--- src/rtl/efilt_pkg.sv ---
package efilt_pkg;
  localparam int MAC_W     = 48;
  localparam int LEN_W     = 16;
  localparam int STD_MAX   = 1518;
  localparam int VLAN_MAX  = 1522;

  typedef enum logic [2:0] {
    RA_CTRL   = 3'd0,
    RA_UC_LO  = 3'd1,
    RA_UC_HI  = 3'd2,
    RA_INDEX  = 3'd3,
    RA_MC_LO  = 3'd4,
    RA_MC_HI  = 3'd5,
    RA_RJ_CLR = 3'd6
  } reg_addr_e;

  typedef struct packed {
    logic             promisc;
    logic             jumbo;
    logic             vlan;
    logic             bc_rej;
    logic             mc_rej;
    logic [MAC_W-1:0] ucast;
  } filt_cfg_t;
endpackage

--- src/rtl/efilt_regs.sv ---
module efilt_regs
  import efilt_pkg::*;
#(
  parameter int MC_ENTRIES = 4,
  localparam int SEL_W = (MC_ENTRIES > 1) ? $clog2(MC_ENTRIES) : 1
) (
  input  logic                  clk,
  input  logic                  rst,
  input  logic                  we,
  input  logic [2:0]            waddr,
  input  logic [31:0]           wdata,
  output filt_cfg_t             cfg,
  output logic [MAC_W-1:0]      mc_tab [MC_ENTRIES],
  output logic                  rj_clr
);
  logic [SEL_W-1:0] sel_q;

  always_ff @(posedge clk) begin
    if (rst) begin
      cfg   <= '0;
      sel_q <= '0;
    end else if (we) begin
      case (waddr)
        RA_CTRL: begin
          cfg.jumbo  <= wdata[0];
          cfg.vlan   <= wdata[1];
          cfg.bc_rej <= wdata[2];
          cfg.mc_rej <= wdata[3];
        end
        RA_UC_LO: cfg.ucast[31:0]     <= wdata;
        RA_UC_HI: cfg.ucast[47:32]    <= wdata[15:0];
        RA_INDEX: begin
          cfg.promisc <= wdata[31];
          sel_q       <= wdata[SEL_W-1:0];
        end
        default: ;
      endcase
    end
  end

  for (genvar e = 0; e < MC_ENTRIES; e++) begin : g_mc
    always_ff @(posedge clk) begin
      if (rst) begin
        mc_tab[e] <= '0;
      end else if (we && sel_q == SEL_W'(e)) begin
        if (waddr == RA_MC_LO) mc_tab[e][31:0]  <= wdata;
        if (waddr == RA_MC_HI) mc_tab[e][47:32] <= wdata[15:0];
      end
    end
  end

  assign rj_clr = we && (waddr == RA_RJ_CLR) && wdata[0];
endmodule

--- src/rtl/efilt_collect.sv ---
module efilt_collect
  import efilt_pkg::*;
#(
  parameter int ADDR_BYTES = 6,
  localparam int POS_W = $clog2(ADDR_BYTES + 1),
  localparam int HOLD_W = (ADDR_BYTES - 1) * 8
) (
  input  logic                      clk,
  input  logic                      rst,
  input  logic                      in_valid,
  input  logic                      in_sof,
  input  logic [7:0]                in_data,
  output logic                      last,
  output logic [ADDR_BYTES*8-1:0]   dest
);
  localparam logic [POS_W-1:0] IDLE = POS_W'(ADDR_BYTES);
  localparam logic [POS_W-1:0] LAST = POS_W'(ADDR_BYTES - 1);

  logic [POS_W-1:0]  pos_q;
  logic [HOLD_W-1:0] hold_q;

  always_ff @(posedge clk) begin
    if (rst) begin
      pos_q  <= IDLE;
      hold_q <= '0;
    end else if (in_valid) begin
      if (in_sof) begin
        hold_q[7:0] <= in_data;
        pos_q       <= POS_W'(1);
      end else if (pos_q != IDLE) begin
        if (pos_q == LAST) begin
          pos_q <= IDLE;
        end else begin
          hold_q[int'(pos_q)*8 +: 8] <= in_data;
          pos_q <= pos_q + POS_W'(1);
        end
      end
    end
  end

  assign last = in_valid && !in_sof && (pos_q == LAST);
  assign dest = {in_data, hold_q};
endmodule

--- src/rtl/efilt_decide.sv ---
module efilt_decide
  import efilt_pkg::*;
#(
  parameter int MC_ENTRIES = 4
) (
  input  logic [MAC_W-1:0] dest,
  input  logic [LEN_W-1:0] len,
  input  filt_cfg_t        cfg,
  input  logic [MAC_W-1:0] mc_tab [MC_ENTRIES],
  output logic             accept,
  output logic             is_bc,
  output logic             is_mc
);
  logic [MC_ENTRIES-1:0] hit;
  logic len_bad, addr_ok;

  for (genvar e = 0; e < MC_ENTRIES; e++) begin : g_hit
    assign hit[e] = (dest == mc_tab[e]);
  end

  assign is_bc = &dest;
  assign is_mc = dest[0] && !is_bc;
  assign len_bad = !cfg.jumbo && !cfg.vlan &&
                   (len > LEN_W'(STD_MAX)) && (len <= LEN_W'(VLAN_MAX));

  always_comb begin
    if (cfg.promisc)   addr_ok = 1'b1;
    else if (is_bc)    addr_ok = !cfg.bc_rej;
    else if (is_mc)    addr_ok = !cfg.mc_rej && (|hit);
    else               addr_ok = (dest == cfg.ucast);
  end

  assign accept = !len_bad && addr_ok;
endmodule

--- src/rtl/efilt_stats.sv ---
module efilt_stats
  import efilt_pkg::*;
#(
  parameter int CNT_W = 64
) (
  input  logic             clk,
  input  logic             rst,
  input  logic             take,
  input  logic             is_bc,
  input  logic             is_mc,
  input  logic [LEN_W-1:0] len,
  output logic [CNT_W-1:0] bytes,
  output logic [CNT_W-1:0] frames,
  output logic [CNT_W-1:0] bcast,
  output logic [CNT_W-1:0] mcast
);
  always_ff @(posedge clk) begin
    if (rst) begin
      bytes  <= '0;
      frames <= '0;
      bcast  <= '0;
      mcast  <= '0;
    end else if (take) begin
      bytes  <= bytes + CNT_W'(len);
      frames <= frames + CNT_W'(1);
      if (is_bc) bcast <= bcast + CNT_W'(1);
      if (is_mc) mcast <= mcast + CNT_W'(1);
    end
  end
endmodule

--- src/rtl/eth_rx_filter.sv ---
module eth_rx_filter
  import efilt_pkg::*;
#(
  parameter int MC_ENTRIES = 4,
  parameter int CNT_W      = 64
) (
  input  logic             clk,
  input  logic             rst,
  input  logic             reg_we,
  input  logic [2:0]       reg_addr,
  input  logic [31:0]      reg_wdata,
  input  logic             in_valid,
  input  logic             in_sof,
  input  logic [7:0]       in_data,
  input  logic [LEN_W-1:0] in_len,
  output logic             dec_valid,
  output logic             dec_accept,
  output logic             rej_status,
  output logic [CNT_W-1:0] cnt_bytes,
  output logic [CNT_W-1:0] cnt_frames,
  output logic [CNT_W-1:0] cnt_bcast,
  output logic [CNT_W-1:0] cnt_mcast
);
  localparam int ADDR_BYTES = MAC_W / 8;

  filt_cfg_t        cfg;
  logic [MAC_W-1:0] mc_tab [MC_ENTRIES];
  logic             rj_clr, last, accept, is_bc, is_mc;
  logic [MAC_W-1:0] dest;

  efilt_regs #(.MC_ENTRIES(MC_ENTRIES)) u_regs (
    .clk(clk), .rst(rst), .we(reg_we), .waddr(reg_addr), .wdata(reg_wdata),
    .cfg(cfg), .mc_tab(mc_tab), .rj_clr(rj_clr)
  );

  efilt_collect #(.ADDR_BYTES(ADDR_BYTES)) u_collect (
    .clk(clk), .rst(rst), .in_valid(in_valid), .in_sof(in_sof),
    .in_data(in_data), .last(last), .dest(dest)
  );

  efilt_decide #(.MC_ENTRIES(MC_ENTRIES)) u_decide (
    .dest(dest), .len(in_len), .cfg(cfg), .mc_tab(mc_tab),
    .accept(accept), .is_bc(is_bc), .is_mc(is_mc)
  );

  efilt_stats #(.CNT_W(CNT_W)) u_stats (
    .clk(clk), .rst(rst), .take(last && accept), .is_bc(is_bc), .is_mc(is_mc),
    .len(in_len), .bytes(cnt_bytes), .frames(cnt_frames),
    .bcast(cnt_bcast), .mcast(cnt_mcast)
  );

  always_ff @(posedge clk) begin
    if (rst) begin
      dec_valid  <= 1'b0;
      dec_accept <= 1'b0;
      rej_status <= 1'b0;
    end else begin
      dec_valid  <= last;
      dec_accept <= last && accept;
      if (last && !accept) rej_status <= 1'b1;
      else if (rj_clr)     rej_status <= 1'b0;
    end
  end
endmodule

--- config.mk ---
export PLATFORM = sky130hd
export DESIGN_NAME = eth_rx_filter
export DESIGN_NICKNAME = d
export VERILOG_FILES = /design/src/rtl/efilt_pkg.sv /design/src/rtl/efilt_regs.sv /design/src/rtl/efilt_collect.sv /design/src/rtl/efilt_decide.sv /design/src/rtl/efilt_stats.sv /design/src/rtl/eth_rx_filter.sv
export SDC_FILE = /design/constraint.sdc
export NUM_CORES = 1
export LEC_CHECK = 0
export BUFFER_PORTS_ARGS = -buffer_cell sky130_fd_sc_hd__buf_2
export CAP_MARGIN = 20
export CELL_PAD_IN_SITES_DETAIL_PLACEMENT = 2
export CELL_PAD_IN_SITES_GLOBAL_PLACEMENT = 2
export CORE_MARGIN = 2
export CORE_UTILIZATION = 36
export DETAILED_ROUTE_END_ITERATION = 8
export PLACE_DENSITY_LB_ADDON = 0.1
export SLEW_MARGIN = 40
export SYNTH_ARGS = -nofsm -noshare
export SYNTH_HDL_FRONTEND = slang
export SYNTH_HIERARCHICAL = 1
export SYNTH_SLANG_ARGS = --single-unit
--- constraint.sdc ---
create_clock -name clk -period 4.88 [get_ports clk]
set_clock_uncertainty 0.05 [all_clocks]
set_input_delay 0.976 -clock clk [delete_from_list [all_inputs] [get_ports clk]]
set_output_delay 0.976 -clock clk [all_outputs]
set_load 0.005 [all_outputs]
==> results.json <==
{
  "cts.clk_slew.worst_paths_ps": 60,
  "post_drt_via_cell_ratio": 5.36,
  "cp-start-kind": "register",
  "dp.cells": 4158,
  "port_buffers": 322,
  "initial_core_util": 0.362,
  "cts_tree": "yes",
  "yosys_warnings": 6,
  "drv_slew": 0,
  "maxSlewHeadroom": 0.416,
  "max_freq_mhz": 215,
  "cp.required_ps": 5320,
  "synth_nets": 3062,
  "crit_path_max_incr_delay_ps": 850,
  "ant_nets": 0,
  "total_power_mw": 10.1,
  "crit_type": "register to register",
  "cts_sinks": 549,
  "status": "finished clean",
  "path_buf_inv": 2,
  "fin_cells": 4279,
  "synth-seq-area-share": 0.409,
  "boundaryPins": 323,
  "p_int_mw": 7.64,
  "grt_util_all_layers": 0.267,
  "hold_buffers": 0,
  "synth_ff_type": "dfxtp_1",
  "cp_cell_sequence": "xnor2_1 > nand4_1 > nor4_1 > nand3_1 > nand4_1 > o2bb2ai_2 > and2_2 > and4_1 > nand3_2 > nor2_4 > buf_4 > nand2b_2 > or3_1 > buf_4 > nor4_1 > xnor2_1 > nor2_1",
  "wl_per_cell_um": 24.4,
  "grt_pass1_vias": 25100,
  "vdd_drop_max_mv": 0.189,
  "yosys.area.top_type": "dfxtp_1",
  "synth_area_leaders": "dfxtp_1 41%, xnor2_1 9.8%, mux2i_1 8.8%",
  "utilization": 0.427,
  "avgSynthCellArea_sq_um": 9.03,
  "finalSetupViolations": 0,
  "post-route-period-util": 0.952,
  "wl_um": 104000,
  "die_area_sq_mm": 0.0768,
  "crit_slowest_cell": "dfxtp_1",
  "grt.overflow.total": 0,
  "min_path_type": "register to register",
  "crit_path_end_kind": "register",
  "comb_power_share": 0.054,
  "final_net_count": 3348,
  "async_reset_ff_frac": 0,
  "met2_usage": 0.453,
  "root_buffer": "clkbuf_16",
  "cpLargestDelayFamily": "simple AND/OR/NAND/NOR gates",
  "antenna_found_initial": 9,
  "core_sq_mm": 0.0742,
  "numCtsBuffers": 68,
  "grt_max_degree": 84,
  "placementRows": 100,
  "insertion_delay_ps": 610,
  "hold_violations": 0,
  "worstPathArrival_ps": 5080,
  "layout_common_cells": "540 x dfxtp_1, 321 x buf_2, 300 x xnor2_1, 282 x nor2_1, 248 x nand2b_1",
  "tns_ps": 0,
  "met3_usage": 0.0521,
  "drt_iter0_drc": 1099,
  "htree_levels": 3,
  "gp_congestion": 0.867,
  "grt_setup_unrepaired": "false",
  "die_h_um": 277,
  "syn-cell-area_sq_mm": 0.0269,
  "p_leak_nw": 12.9,
  "clkPwrFrac": 0.494,
  "ys_types": 78,
  "netSwitchingPower_mw": 2.42,
  "use_met1": 0.336,
  "layout-drive-gt1-share": 0.178,
  "route.detailed.drc": 0,
  "dr.pass1.iters": 8,
  "fin_crit_ps": 4650,
  "p_seq_frac": 0.453,
  "grt_pass1_wl_um": 158000,
  "drv_cap": 0,
  "tightest_slew_ps": 876,
  "crit_fanout": 8,
  "synth_edf_count": 0,
  "switching_share": 0.241,
  "die_w_um": 277,
  "synth_top_area_share": 0.409,
  "vias": 23000,
  "synthToLayoutAreaGrowth_pct": 17.9,
  "hpwl_um": 76500,
  "power.density_mw_per_mm2": 318,
  "grt-busiest-layer": "met2",
  "syn_inst": 2973,
  "final_common_cell": "dfxtp_1",
  "synth-seq-cells": 549,
  "cts_buffer_depth": 3
}
==> sequential cells by signal, indices dropped and copies added (netlist names) <==
| signal | count |
|---|---|
| rej_status | 1 |
| u_collect/hold_q | 40 |
| u_stats/bytes | 64 |
| u_regs/cfg | 53 |
| u_regs/sel_q | 2 |
| u_stats/bcast | 64 |
| dec_accept | 1 |
| u_regs/mc_tab | 192 |
| u_stats/frames | 64 |
| u_collect/pos_q | 3 |
| u_stats/mcast | 64 |
| dec_valid | 1 |
==> through the flow <==
stage	worst slack, ps	area [sq um]	hold slack, ps
after floorplan	462	26900	386
after global placement	-200	29400	406
after detailed placement	-268	29500	417
after CTS	50.4	31600	425
after global routing	24.6	31700	446
final	234	31700	421
==> per-layer routing <==
| layer | routed length [um] | up-vias |
|---|---|---|
| li1 | - | 10600 |
| met1 | 45600 | 11700 |
| met2 | 50100 | 463 |
| met3 | 4760 | 186 |
| met4 | 3820 | 14 |
| met5 | 93 | - |
==> power by group through the flow <==
stage	combinational [mW]	clock (mW)	sequential, mW
floorplan	0.336	0	4.62
global placement	0.513	0	4.65
detailed placement	0.528	0	4.65
CTS	0.534	5.11	4.56
global route	0.571	5.28	4.56
finish	0.540	4.97	4.56
==> logic make-up (layout without fill, tap and decap cells) <==
| family | Yosys count | count (layout) | synth area share |
|---|---|---|---|
| muxes | 237 | 237 | 0.0884 |
| AOI/OAI and AO/OA | 242 | 242 | 0.0524 |
| adders and majority gates | 25 | 25 | 0.0119 |
| and+or+nand+nor | 1239 | 1239 | 0.251 |
| DFF | 549 | 549 | 0.409 |
| buffers and inverters | 247 | 581 | 0.0455 |
| xor gates and xnor gates | 434 | 434 | 0.142 |
| other | 0 | 3 | 0 |
==> worst paths after layout <==
kind              depth (start not counted)  slack (ps)                              start                             end
hold / removal                            2         420         u_regs/cfg[0]$_SDFFE_PP0P_      u_regs/cfg[0]$_SDFFE_PP0P_
hold reg to reg                           2         420         u_regs/cfg[0]$_SDFFE_PP0P_      u_regs/cfg[0]$_SDFFE_PP0P_
setup reg to reg                         17         230  u_collect/hold_q[10]$_SDFFE_PP0P_  u_stats/bytes[57]$_SDFFE_PP0P_
setup / recovery                         17         230  u_collect/hold_q[10]$_SDFFE_PP0P_  u_stats/bytes[57]$_SDFFE_PP0P_
==> tightest hold or removal path: stages, from the launching register on <==
cell and delay, ps:
dfxtp_1 310, nand2_1 60, a21oi_1 50
==> cell usage after synthesis (70+ instances only) <==
cell type and count:
a21oi_1 128, buf_2 70, clkbuf_1 84, dfxtp_1 549
mux2i_1 236, nand2_1 199, nand2b_1 248, nand3_1 90
nand4_1 128, nor2_1 282, xnor2_1 300, xor2_1 134
==> area by class of cell <==
| cell class | count | area, sq um |
|---|---|---|
| Antenna cell | 3 | 7.51 |
| Clock buffer | 105 | 2050 |
| Clock inverter | 13 | 93.8 |
| Fill cell | 8089 | 42500 |
| Inverter | 40 | 150 |
| Multi-Input combinational cell | 2177 | 14700 |
| Sequential cell | 549 | 11000 |
| Tap cell | 969 | 1210 |
| Timing Repair Buffer | 423 | 2450 |
==> what timing repair did <==
action / CTS / global route
resized for setup: 1 / 11
cloned: 0 / 0
setup buffers: 0 / 0
endpoints found under the setup margin: 31 / 52
(Power assumes the default switching activity.)
